### src/rtl/rtimer_pkg.sv
package rtimer_pkg;
   localparam int unsigned CTRL_W = 5;

   typedef struct packed {
      logic force_upd;   // bit 4, pulse only
      logic buffer_en;   // bit 3
      logic match_only;  // bit 2
      logic upd_off;     // bit 1
      logic run;         // bit 0
   } ctrl_t;

   localparam logic [1:0] ADDR_CTRL   = 2'd0;
   localparam logic [1:0] ADDR_RELOAD = 2'd1;
   localparam logic [1:0] ADDR_COUNT  = 2'd2;
   localparam logic [1:0] ADDR_STATUS = 2'd3;
endpackage

### src/rtl/rtimer_ctrl.sv
module rtimer_ctrl
   import rtimer_pkg::*;
(
   input  logic              clk,
   input  logic              rst_n,
   input  logic              wr_ctrl,
   input  logic              wr_status,
   input  logic [CTRL_W-1:0] wbits,
   input  logic              flag_set,
   output ctrl_t             ctrl,
   output logic              flag_q
);
   ctrl_t mode_q;
   logic  flag_clr;

   assign flag_clr = wr_status && !wbits[0];

   always_ff @(posedge clk or negedge rst_n) begin
      if (!rst_n) begin
         mode_q <= '0;
      end else if (wr_ctrl) begin
         mode_q           <= ctrl_t'(wbits);
         mode_q.force_upd <= 1'b0;
      end
   end

   always_ff @(posedge clk or negedge rst_n) begin
      if (!rst_n)        flag_q <= 1'b0;
      else if (flag_set) flag_q <= 1'b1;
      else if (flag_clr) flag_q <= 1'b0;
   end

   always_comb begin
      ctrl           = mode_q;
      ctrl.force_upd = wr_ctrl && wbits[4];
   end


   flag_sticky_chk: assert property (@(posedge clk) disable iff (!rst_n)
      flag_q && !flag_clr |=> flag_q);

   flag_cause_chk: assert property (@(posedge clk) disable iff (!rst_n)
      $rose(flag_q) |-> $past(flag_set));

   force_noretain_chk: assert property (@(posedge clk) disable iff (!rst_n)
      !mode_q.force_upd);
endmodule

### src/rtl/rtimer_reload.sv
module rtimer_reload #(
   parameter int unsigned W            = 32,
   parameter bit          PRELOAD_IMPL = 1'b1
) (
   input  logic         clk,
   input  logic         rst_n,
   input  logic         wr_reload,
   input  logic [W-1:0] wdata,
   input  logic         buffer_en,
   input  logic         load_ev,
   output logic [W-1:0] held_q,
   output logic [W-1:0] active_q
);
   generate
      if (PRELOAD_IMPL) begin : g_buffered
         logic [W-1:0] hold_r, act_r;

         always_ff @(posedge clk or negedge rst_n) begin
            if (!rst_n)         hold_r <= '1;
            else if (wr_reload) hold_r <= wdata;
         end

         always_ff @(posedge clk or negedge rst_n) begin
            if (!rst_n)                        act_r <= '1;
            else if (wr_reload && !buffer_en)  act_r <= wdata;
            else if (load_ev)                  act_r <= hold_r;
         end

         assign held_q   = hold_r;
         assign active_q = act_r;


         buffered_hold_chk: assert property (@(posedge clk) disable iff (!rst_n)
            buffer_en && !load_ev |=> $stable(act_r));

         transfer_chk: assert property (@(posedge clk) disable iff (!rst_n)
            load_ev && !(wr_reload && !buffer_en) |=> act_r == $past(hold_r));
      end else begin : g_direct
         logic [W-1:0] act_r;
         logic         unused_ok;

         always_ff @(posedge clk or negedge rst_n) begin
            if (!rst_n)         act_r <= '1;
            else if (wr_reload) act_r <= wdata;
         end

         assign held_q    = act_r;
         assign active_q  = act_r;
         assign unused_ok = buffer_en ^ load_ev;
      end
   endgenerate
endmodule

### src/rtl/rtimer_counter.sv
module rtimer_counter #(
   parameter int unsigned W = 32
) (
   input  logic         clk,
   input  logic         rst_n,
   input  logic         advance,
   input  logic         clear,
   input  logic         cnt_wr,
   input  logic [W-1:0] wdata,
   input  logic [W-1:0] reload,
   output logic [W-1:0] cnt_q,
   output logic         match
);
   assign match = advance && !cnt_wr && (cnt_q == reload);

   always_ff @(posedge clk or negedge rst_n) begin
      if (!rst_n)       cnt_q <= '0;
      else if (cnt_wr)  cnt_q <= wdata;
      else if (clear)   cnt_q <= '0;
      else if (match)   cnt_q <= '0;
      else if (advance) cnt_q <= cnt_q + W'(1);
   end


   match_restart_chk: assert property (@(posedge clk) disable iff (!rst_n)
      advance && !cnt_wr && cnt_q == reload |=> cnt_q == '0);

   step_chk: assert property (@(posedge clk) disable iff (!rst_n)
      advance && !cnt_wr && !clear && cnt_q != reload
         |=> cnt_q == $past(cnt_q) + W'(1));

   idle_hold_chk: assert property (@(posedge clk) disable iff (!rst_n)
      !advance && !cnt_wr && !clear |=> $stable(cnt_q));
endmodule

### src/rtl/rtimer_top.sv
module rtimer_top
   import rtimer_pkg::*;
#(
   parameter int unsigned CNT_W        = 32,
   parameter int unsigned DATA_W       = 32,
   parameter bit          PRELOAD_IMPL = 1'b1
) (
   input  logic              clk,
   input  logic              rst_n,
   input  logic              wr_en,
   input  logic [1:0]        addr,
   input  logic [DATA_W-1:0] wdata,
   output logic [DATA_W-1:0] rdata,
   input  logic              tick,
   output logic              irq
);
   localparam int unsigned PAD_W = DATA_W - CNT_W;

   generate
      if (CNT_W < 2 || CNT_W > 64) begin : g_bad_cnt
         $error("rtimer_top: CNT_W must lie in 2..64");
      end
      if (DATA_W < CNT_W || DATA_W < CTRL_W) begin : g_bad_data
         $error("rtimer_top: DATA_W must cover CNT_W and the control word");
      end
   endgenerate

   logic wr_ctrl, wr_reload, wr_count, wr_status;
   assign wr_ctrl   = wr_en && addr == ADDR_CTRL;
   assign wr_reload = wr_en && addr == ADDR_RELOAD;
   assign wr_count  = wr_en && addr == ADDR_COUNT;
   assign wr_status = wr_en && addr == ADDR_STATUS;

   ctrl_t            ctrl;
   logic             flag_q, flag_set, match, upd_ev, advance;
   logic [CNT_W-1:0] held_q, active_q, cnt_q;

   assign advance  = ctrl.run && tick;
   assign upd_ev   = (match || ctrl.force_upd) && !ctrl.upd_off;
   assign flag_set = upd_ev && (match || !ctrl.match_only);

   rtimer_ctrl u_ctrl (
      .clk      (clk),
      .rst_n    (rst_n),
      .wr_ctrl  (wr_ctrl),
      .wr_status(wr_status),
      .wbits    (wdata[CTRL_W-1:0]),
      .flag_set (flag_set),
      .ctrl     (ctrl),
      .flag_q   (flag_q)
   );

   rtimer_reload #(.W(CNT_W), .PRELOAD_IMPL(PRELOAD_IMPL)) u_reload (
      .clk      (clk),
      .rst_n    (rst_n),
      .wr_reload(wr_reload),
      .wdata    (wdata[CNT_W-1:0]),
      .buffer_en(ctrl.buffer_en),
      .load_ev  (upd_ev),
      .held_q   (held_q),
      .active_q (active_q)
   );

   rtimer_counter #(.W(CNT_W)) u_counter (
      .clk    (clk),
      .rst_n  (rst_n),
      .advance(advance),
      .clear  (ctrl.force_upd),
      .cnt_wr (wr_count),
      .wdata  (wdata[CNT_W-1:0]),
      .reload (active_q),
      .cnt_q  (cnt_q),
      .match  (match)
   );

   generate
      if (PAD_W > 0) begin : g_pad
         logic [DATA_W-1:0] held_x, cnt_x;
         assign held_x = {{PAD_W{1'b0}}, held_q};
         assign cnt_x  = {{PAD_W{1'b0}}, cnt_q};
         always_comb begin
            unique case (addr)
               ADDR_CTRL:   rdata = DATA_W'({1'b0, ctrl.buffer_en, ctrl.match_only,
                                             ctrl.upd_off, ctrl.run});
               ADDR_RELOAD: rdata = held_x;
               ADDR_COUNT:  rdata = cnt_x;
               default:     rdata = DATA_W'(flag_q);
            endcase
         end
      end else begin : g_nopad
         always_comb begin
            unique case (addr)
               ADDR_CTRL:   rdata = DATA_W'({1'b0, ctrl.buffer_en, ctrl.match_only,
                                             ctrl.upd_off, ctrl.run});
               ADDR_RELOAD: rdata = held_q;
               ADDR_COUNT:  rdata = cnt_q;
               default:     rdata = DATA_W'(flag_q);
            endcase
         end
      end
   endgenerate

   assign irq = flag_q;


   upd_off_noflag_chk: assert property (@(posedge clk) disable iff (!rst_n)
      ctrl.upd_off |=> !$rose(flag_q));

   match_only_force_chk: assert property (@(posedge clk) disable iff (!rst_n)
      ctrl.match_only && ctrl.force_upd && !match |=> !$rose(flag_q));

   wrap_silent_chk: assert property (@(posedge clk) disable iff (!rst_n)
      advance && !wr_count && !ctrl.force_upd && cnt_q == '1 && active_q != '1
         |=> !$rose(flag_q));
endmodule

### config.mk
export PLATFORM = sky130hd
export DESIGN_NAME = rtimer_top
export DESIGN_NICKNAME = d
export VERILOG_FILES = /design/src/rtl/rtimer_pkg.sv /design/src/rtl/rtimer_ctrl.sv /design/src/rtl/rtimer_reload.sv /design/src/rtl/rtimer_counter.sv /design/src/rtl/rtimer_top.sv
export SDC_FILE = /design/constraint.sdc
export NUM_CORES = 1
export LEC_CHECK = 0
export ABC_AREA = 1
export BUFFER_PORTS_ARGS = -buffer_cell sky130_fd_sc_hd__buf_4
export CORE_MARGIN = 2
export CORE_UTILIZATION = 45
export CTS_CLUSTER_DIAMETER = 30
export DETAILED_ROUTE_END_ITERATION = 6
export PLACE_DENSITY = 0.72
export SLEW_MARGIN = 10
export SYNTH_ARGS = -nofsm -noshare
export SYNTH_HDL_FRONTEND = slang
export SYNTH_SLANG_ARGS = --single-unit
### constraint.sdc
create_clock -name clk -period 2.79 [get_ports clk]
set_clock_uncertainty 0.1 [all_clocks]
set_input_delay 0.4185 -clock clk [delete_from_list [all_inputs] [get_ports clk]]
set_output_delay 0.4185 -clock clk [all_outputs]
set_load 0.02 [all_outputs]
== Word-level counts from Yosys, hierarchy flattened ==
Cells that the tools add are included.

* Logic and storage cells: 45
* Output and inout port bits: 33
* Register bits after elaboration: 101

* Equal/unequal tests: 4
* Add/sub/neg operators: 1
* Muxes and demuxes: 9
* Reductions and logical operators: 23

{| class="wikitable"
|+ Operators with widths
! cell !! number
|-
| 2-to-1 mux 32 bit || 6
|-
| one-hot mux 32 bit (3 select lines) || 1
|-
| adder 32 x 1 -> 32 bit, second input constant || 1
|-
| == test 32 bit || 1
|-
| logical AND 1 bit || 12
|-
| logical NOT 1 bit || 5
|-
| == test 2 bit, second input constant || 2
|-
| nonzero test 2 bit || 2
|-
| nonzero test 4 bit || 1
|-
| == test 2 x 1 -> 1 bit, second input constant || 1
|-
| logical NOT 2 bit || 1
|-
| logical OR 1 bit || 2
|-
| 2-to-1 mux 1 bit || 2
|}

== Longest topological paths before layout ==
* Word-level depth: 9
* Depth in mapped cells: 15
* Depth with buffers taken out: 14

== Hierarchy ==
Synthesis repeated with hierarchy kept, for this count alone.

* Cell total of the unflattened synthesis: 1144
* Area total of the unflattened synthesis: 7264.5 µm²

{| class="wikitable"
|+ By module, submodules not included
! module !! cells an instance !! sequential area each (µm²) !! area each (µm²) !! times used
|-
| rtimer_counter || 618 || 800.8 || 3432.0 || 1
|-
| rtimer_reload || 379 || 1681.6 || 3060.4 || 1
|-
| rtimer_top || 123 || 0.0 || 556.8 || 1
|-
| rtimer_ctrl || 24 || 125.1 || 215.2 || 1
|}

== Worst setup path after synthesis ==
No wires, ideal clock.

* Path type: input -> output
* From: input port addr[1]
* To: output port rdata[6]
* Setup slack: 989 ps
* Arrival time: 1282 ps
* Stages: 5
* Cell sequence: inv_1 nor2_1 inv_1 clkbuf_1 o21ai_0

* Cells in the longest elaborated chain, start to end: 2
* Elaborated cells between the ends (all ways): 4
* Those cells by class: eq/ne: 2; mux: 1; reduce/logical: 1

{| class="wikitable"
|+ RTL lines
! what !! line !! text
|-
| from (decl) || rtimer_top.sv:11 || <nowiki>input logic [1:0] addr,</nowiki>
|-
| == test 2 bit (tied with other cells) || rtimer_top.sv:92 || <nowiki>unique case (addr)</nowiki>
|-
| one-hot mux 32 bit (3 select lines) (*) || rtimer_top.sv:92 ||
|-
| to (decl) || rtimer_top.sv:13 || <nowiki>output logic [DATA_W-1:0] rdata,</nowiki>
|}

Every way passes the cells marked *; elsewhere a longest branch is shown, timed or not.

== Worst setup path after layout ==
* From: register u_counter.cnt_q[12]
* To: register u_reload.g_buffered.act_r[20] (netlist: u_reload.active_q[20])

* Cells in the longest elaborated chain, start to end: 5

{| class="wikitable"
|+ RTL lines
! what !! line !! text
|-
| from (decl) || rtimer_counter.sv:11 || <nowiki>output logic [W-1:0] cnt_q,</nowiki>
|-
| from (signal assigned) || rtimer_counter.sv:18 || <nowiki>else if (cnt_wr) cnt_q <= wdata;</nowiki>
|-
| from (signal assigned) || rtimer_counter.sv:21 || <nowiki>else if (advance) cnt_q <= cnt_q + W'(1);</nowiki>
|-
| == test 32 bit || rtimer_counter.sv:14 || <nowiki>assign match = advance && !cnt_wr && (cnt_q == reload);</nowiki>
|-
| logical AND 1 bit || rtimer_counter.sv:14 ||
|-
| logical OR 1 bit || rtimer_top.sv:39 || <nowiki>assign upd_ev = (match || ctrl.force_upd) && !ctrl.upd_off;</nowiki>
|-
| logical AND 1 bit || rtimer_top.sv:39 ||
|-
| nonzero test 2 bit (no line) || n/a ||
|-
| to (signal assigned) || rtimer_reload.sv:25 || <nowiki>else if (wr_reload && !buffer_en) act_r <= wdata;</nowiki>
|-
| to (signal assigned) || rtimer_reload.sv:26 || <nowiki>else if (load_ev) act_r <= hold_r;</nowiki>
|-
| to (decl) || rtimer_reload.sv:16 || <nowiki>logic [W-1:0] hold_r, act_r;</nowiki>
|}

Every way passes these cells.
A chain may end at the register's enable or synchronous reset.

==> summary.txt <==
Final layout
  • Share of post-route cells with drive strength above 1: 19.13%
  • Most common cell after layout, fill and taps aside: nand2_1
  • Commonest non-fill, non-tap cells in the layout: nand2_1, inv_1, o21ai_0
  • Post-layout util: 52.19%
  • Diode count: 0
  • Finished Layout Cells: 1177
  • Nets: 1027
  • Synthesis-to-layout area growth: 14.63%
  • Design area: 0.007498 mm2

Global routing
  • Vias in the first global route: 5922
  • First-pass GRT wire length: 30950 um
  • GRT Util Overall: between 20% and 30%
  • Global route overflow: 0
  • Largest net degree at the start of global routing: between 40 and 50
  • Initial antenna violation count: 0

Timing
  • Max_slew headroom: 53.94%
  • Unrepaired setup endpoints after global routing: no
  • Least-Margin Pin Slew: around 0.7 ns
  • Hold Fails Final Rpt: 0
  • Hold WS: 0.1736 ns
  • Final WS setup: 0.3896 ns
  • Crit path time final: 2.400 ns
  • Post-route clock period utilization: a little under nine tenths
  • Maximum operating frequency: 416.6 MHz
  • Pins Over Slew Limit: 0
  • Sum Neg Setup Slack: 0 ns
  • Count of final setup violators: 0

Worst setup path
  • R2r setup slk: 0.39 ns
  • CP arrival: 2.60 ns
  • Critical path required time: 2.99 ns
  • Setup CP Type: flip-flop to flip-flop
  • R2R Path End: u_reload.active_q[20]
  • CP endpoint: u_reload.active_q[20]
  • Worst reg2reg path depth: 13
  • Worst setup SP type: flip-flop
  • Crit path from: u_counter.cnt_q[12]
  • Worst Path Max Fanout: 32
  • CP Capture Type: flip-flop
  • Reg2reg start: u_counter.cnt_q[12]

Routing
  • Drt drc: 0
  • DR WL/cell: roughly 16 um
  • Starting DRT DRC Count: 522
  • Total Wirelength: 18720 um
  • Via Count: 6218
  • Final ANT Viol Nets: 0
  • Drt pass-1 iters: 7
  • Via-to-Cell Ratio: 5.283

Clock tree
  • CTS tree: built
  • Hold-fix buffers, CTS: 1
  • CTS max path bufs: 2
  • Worst-Skew Late Latency: approximately 0.36 ns
  • Post-CTS sizing: 0
  • Cts bufs inserted: 9
  • Clock-pin slew on the worst setup and hold paths: 0.07 ns
  • Sink Count: around 100
  • CTS HTree Levels: 3
  • Clk root buf: clkbuf_16
  • Post CTS Setup Buffer Count: 0

Placement
  • IO Port Bufs: 70
  • Post-DP HPWL: 13190 um
  • Dpl cells: 1160
  • Final RePlAce weighted congestion: roughly 1
  • Placed Area: about 0.0072 mm2
  • Worst slack, placed: 0.4050 ns

Hold path
  • Type of the most critical hold path: input pin to flip-flop

Yosys
  • Mapped Cells: 931
  • Number of unique standard cell types used by synthesis: 40
  • Yosys reg bits: 101
  • Synthesized cell area: 0.006541 mm2
  • Register area share after synthesis: around two fifths
  • Mean post-synth cell area: 7.026 um2
  • Syn. warnings: 0
  • Mapped Nets: between 900 and 1000

Floorplan
  • Die area: about 0.016 mm2
  • Core region area: 0.01437 mm2
  • Initial Util: between 40% and 50%
  • Die H: 124.6 um
  • Die width: 124.6 um
  • Cell row count: 44
  • IO Count: 71

Power
  • Power, Total: 5.507 mW
  • Peak VDD IR: 301.4 uV
  • Leak: 3.493 nW
  • Power Dens Cells: ~730 mW/mm2

Flow run
  • Max_cap viols: 0

Outcome
  • Status: finished clean
==> cell families after synthesis <==
logic type,count (synthesis),share of synthesized area [%]
flops,101,39.86
compound gates,162,14.37
simple gates,474,31.18
buf+inv,161,10.12
xor+xnor,32,4.285
fa+ha+maj,1,0.1912
==> synthesized netlist by cell type <==
library cell    n  share of area [%]
inv_4           2               0.19
nor3_2          2               0.31
nor2_1         51                2.9
o221ai_1        3               0.40
buf_4           2               0.23
or2_2           3               0.29
o31ai_1         1               0.11
nand3_1        58                4.4
dfstp_2        64                 26
o22ai_1        34                3.3
nor2_8          1               0.31
nand4_1         9               0.86
nor2_4          3               0.52
and2_1          1              0.096
nand3_4         2               0.54
xnor2_1         6               0.80
a21oi_1         3               0.23
nand2_1       316                 18
o21bai_1       26                3.0
nand3_2         2               0.31
nor3_1         13               0.99
o41ai_1         1               0.13
inv_2          15               0.86
nor2_2          3               0.29
dfrtp_1        37                 14
clkinv_1        3               0.17
nor4_1          3               0.29
clkbuf_1       19                1.1
nand2_2         1              0.096
nand2_4         2               0.34
nand3b_1        4               0.46
o21ai_0        85                6.5
o2111ai_1       1               0.13
xor2_1         26                3.5
buf_6           5               0.86
buf_1           2               0.11
buf_2           6               0.46
o21ai_1         8               0.61
inv_1         107                6.1
ha_1            1               0.19
==> how the worst min path moves through the flow <==
| stage | cells past startpoint | end | slack, ns | startpoint |
|---|---|---|---|---|
| after global placement | 1 | u_ctrl.ctrl[3] | 0.27 | rst_n |
| after floorplan | 0 | u_counter.cnt_q[0] | 0.02 | rst_n |
| after global routing | 3 | u_ctrl.ctrl[1] | 0.20 | wdata[1] |
| after detailed placement | 1 | u_ctrl.ctrl[3] | 0.27 | rst_n |
| final | 3 | u_ctrl.ctrl[1] | 0.17 | wdata[1] |
| after CTS | 3 | u_ctrl.ctrl[1] | 0.17 | wdata[1] |
==> routing by layer <==
layer | global-route usage, % | vias up | part of all wire, %
met5 | 0 | - | 0
met4 | 8.328 | 0 | 1.8
met3 | 3.308 | 21 | 6.8
met2 | 36.52 | 241 | 43
met1 | 37.32 | 2868 | 49
li1 | - | 3088 | -
==> power breakdown <==
group | switching (mW) | internal [mW] | total, mW
clock | 0.557 | 0.697 | 1.25
combinational | 1.18 | 0.739 | 1.92
sequential | 0.346 | 1.99 | 2.34
==> cell type report <==
cell class | count | area [um2]
fill | 1421 | 6870
multi-input combinational | 669 | 3272
sequential | 101 | 2608
timing repair buffer | 80 | 628.1
inverter | 127 | 481.7
clock buffer | 14 | 244.0
tap | 184 | 230.2
clock inverter | 2 | 35.03
==> worst max-delay path: stages (launching register included) <==
cell	delay, ns
dfrtp_1	0.41
inv_1	0.21
nand2_1	0.07
nand2_1	0.08
nand2_1	0.05
nor2_1	0.12
nand2_1	0.07
nor2_1	0.21
nand3_4	0.15
nand2_2	0.10
nand2_4	0.15
nand2_4	0.40
nand2_1	0.11
nand2_1	0.08
==> registers in the layout (all words and copies together), names as in the netlist <==
name and cells:
u_ctrl.flag_q 1, u_reload.held_q 32, u_ctrl.ctrl 4, u_counter.cnt_q 32
u_reload.active_q 32
Power figures use the tool's default switching activity.
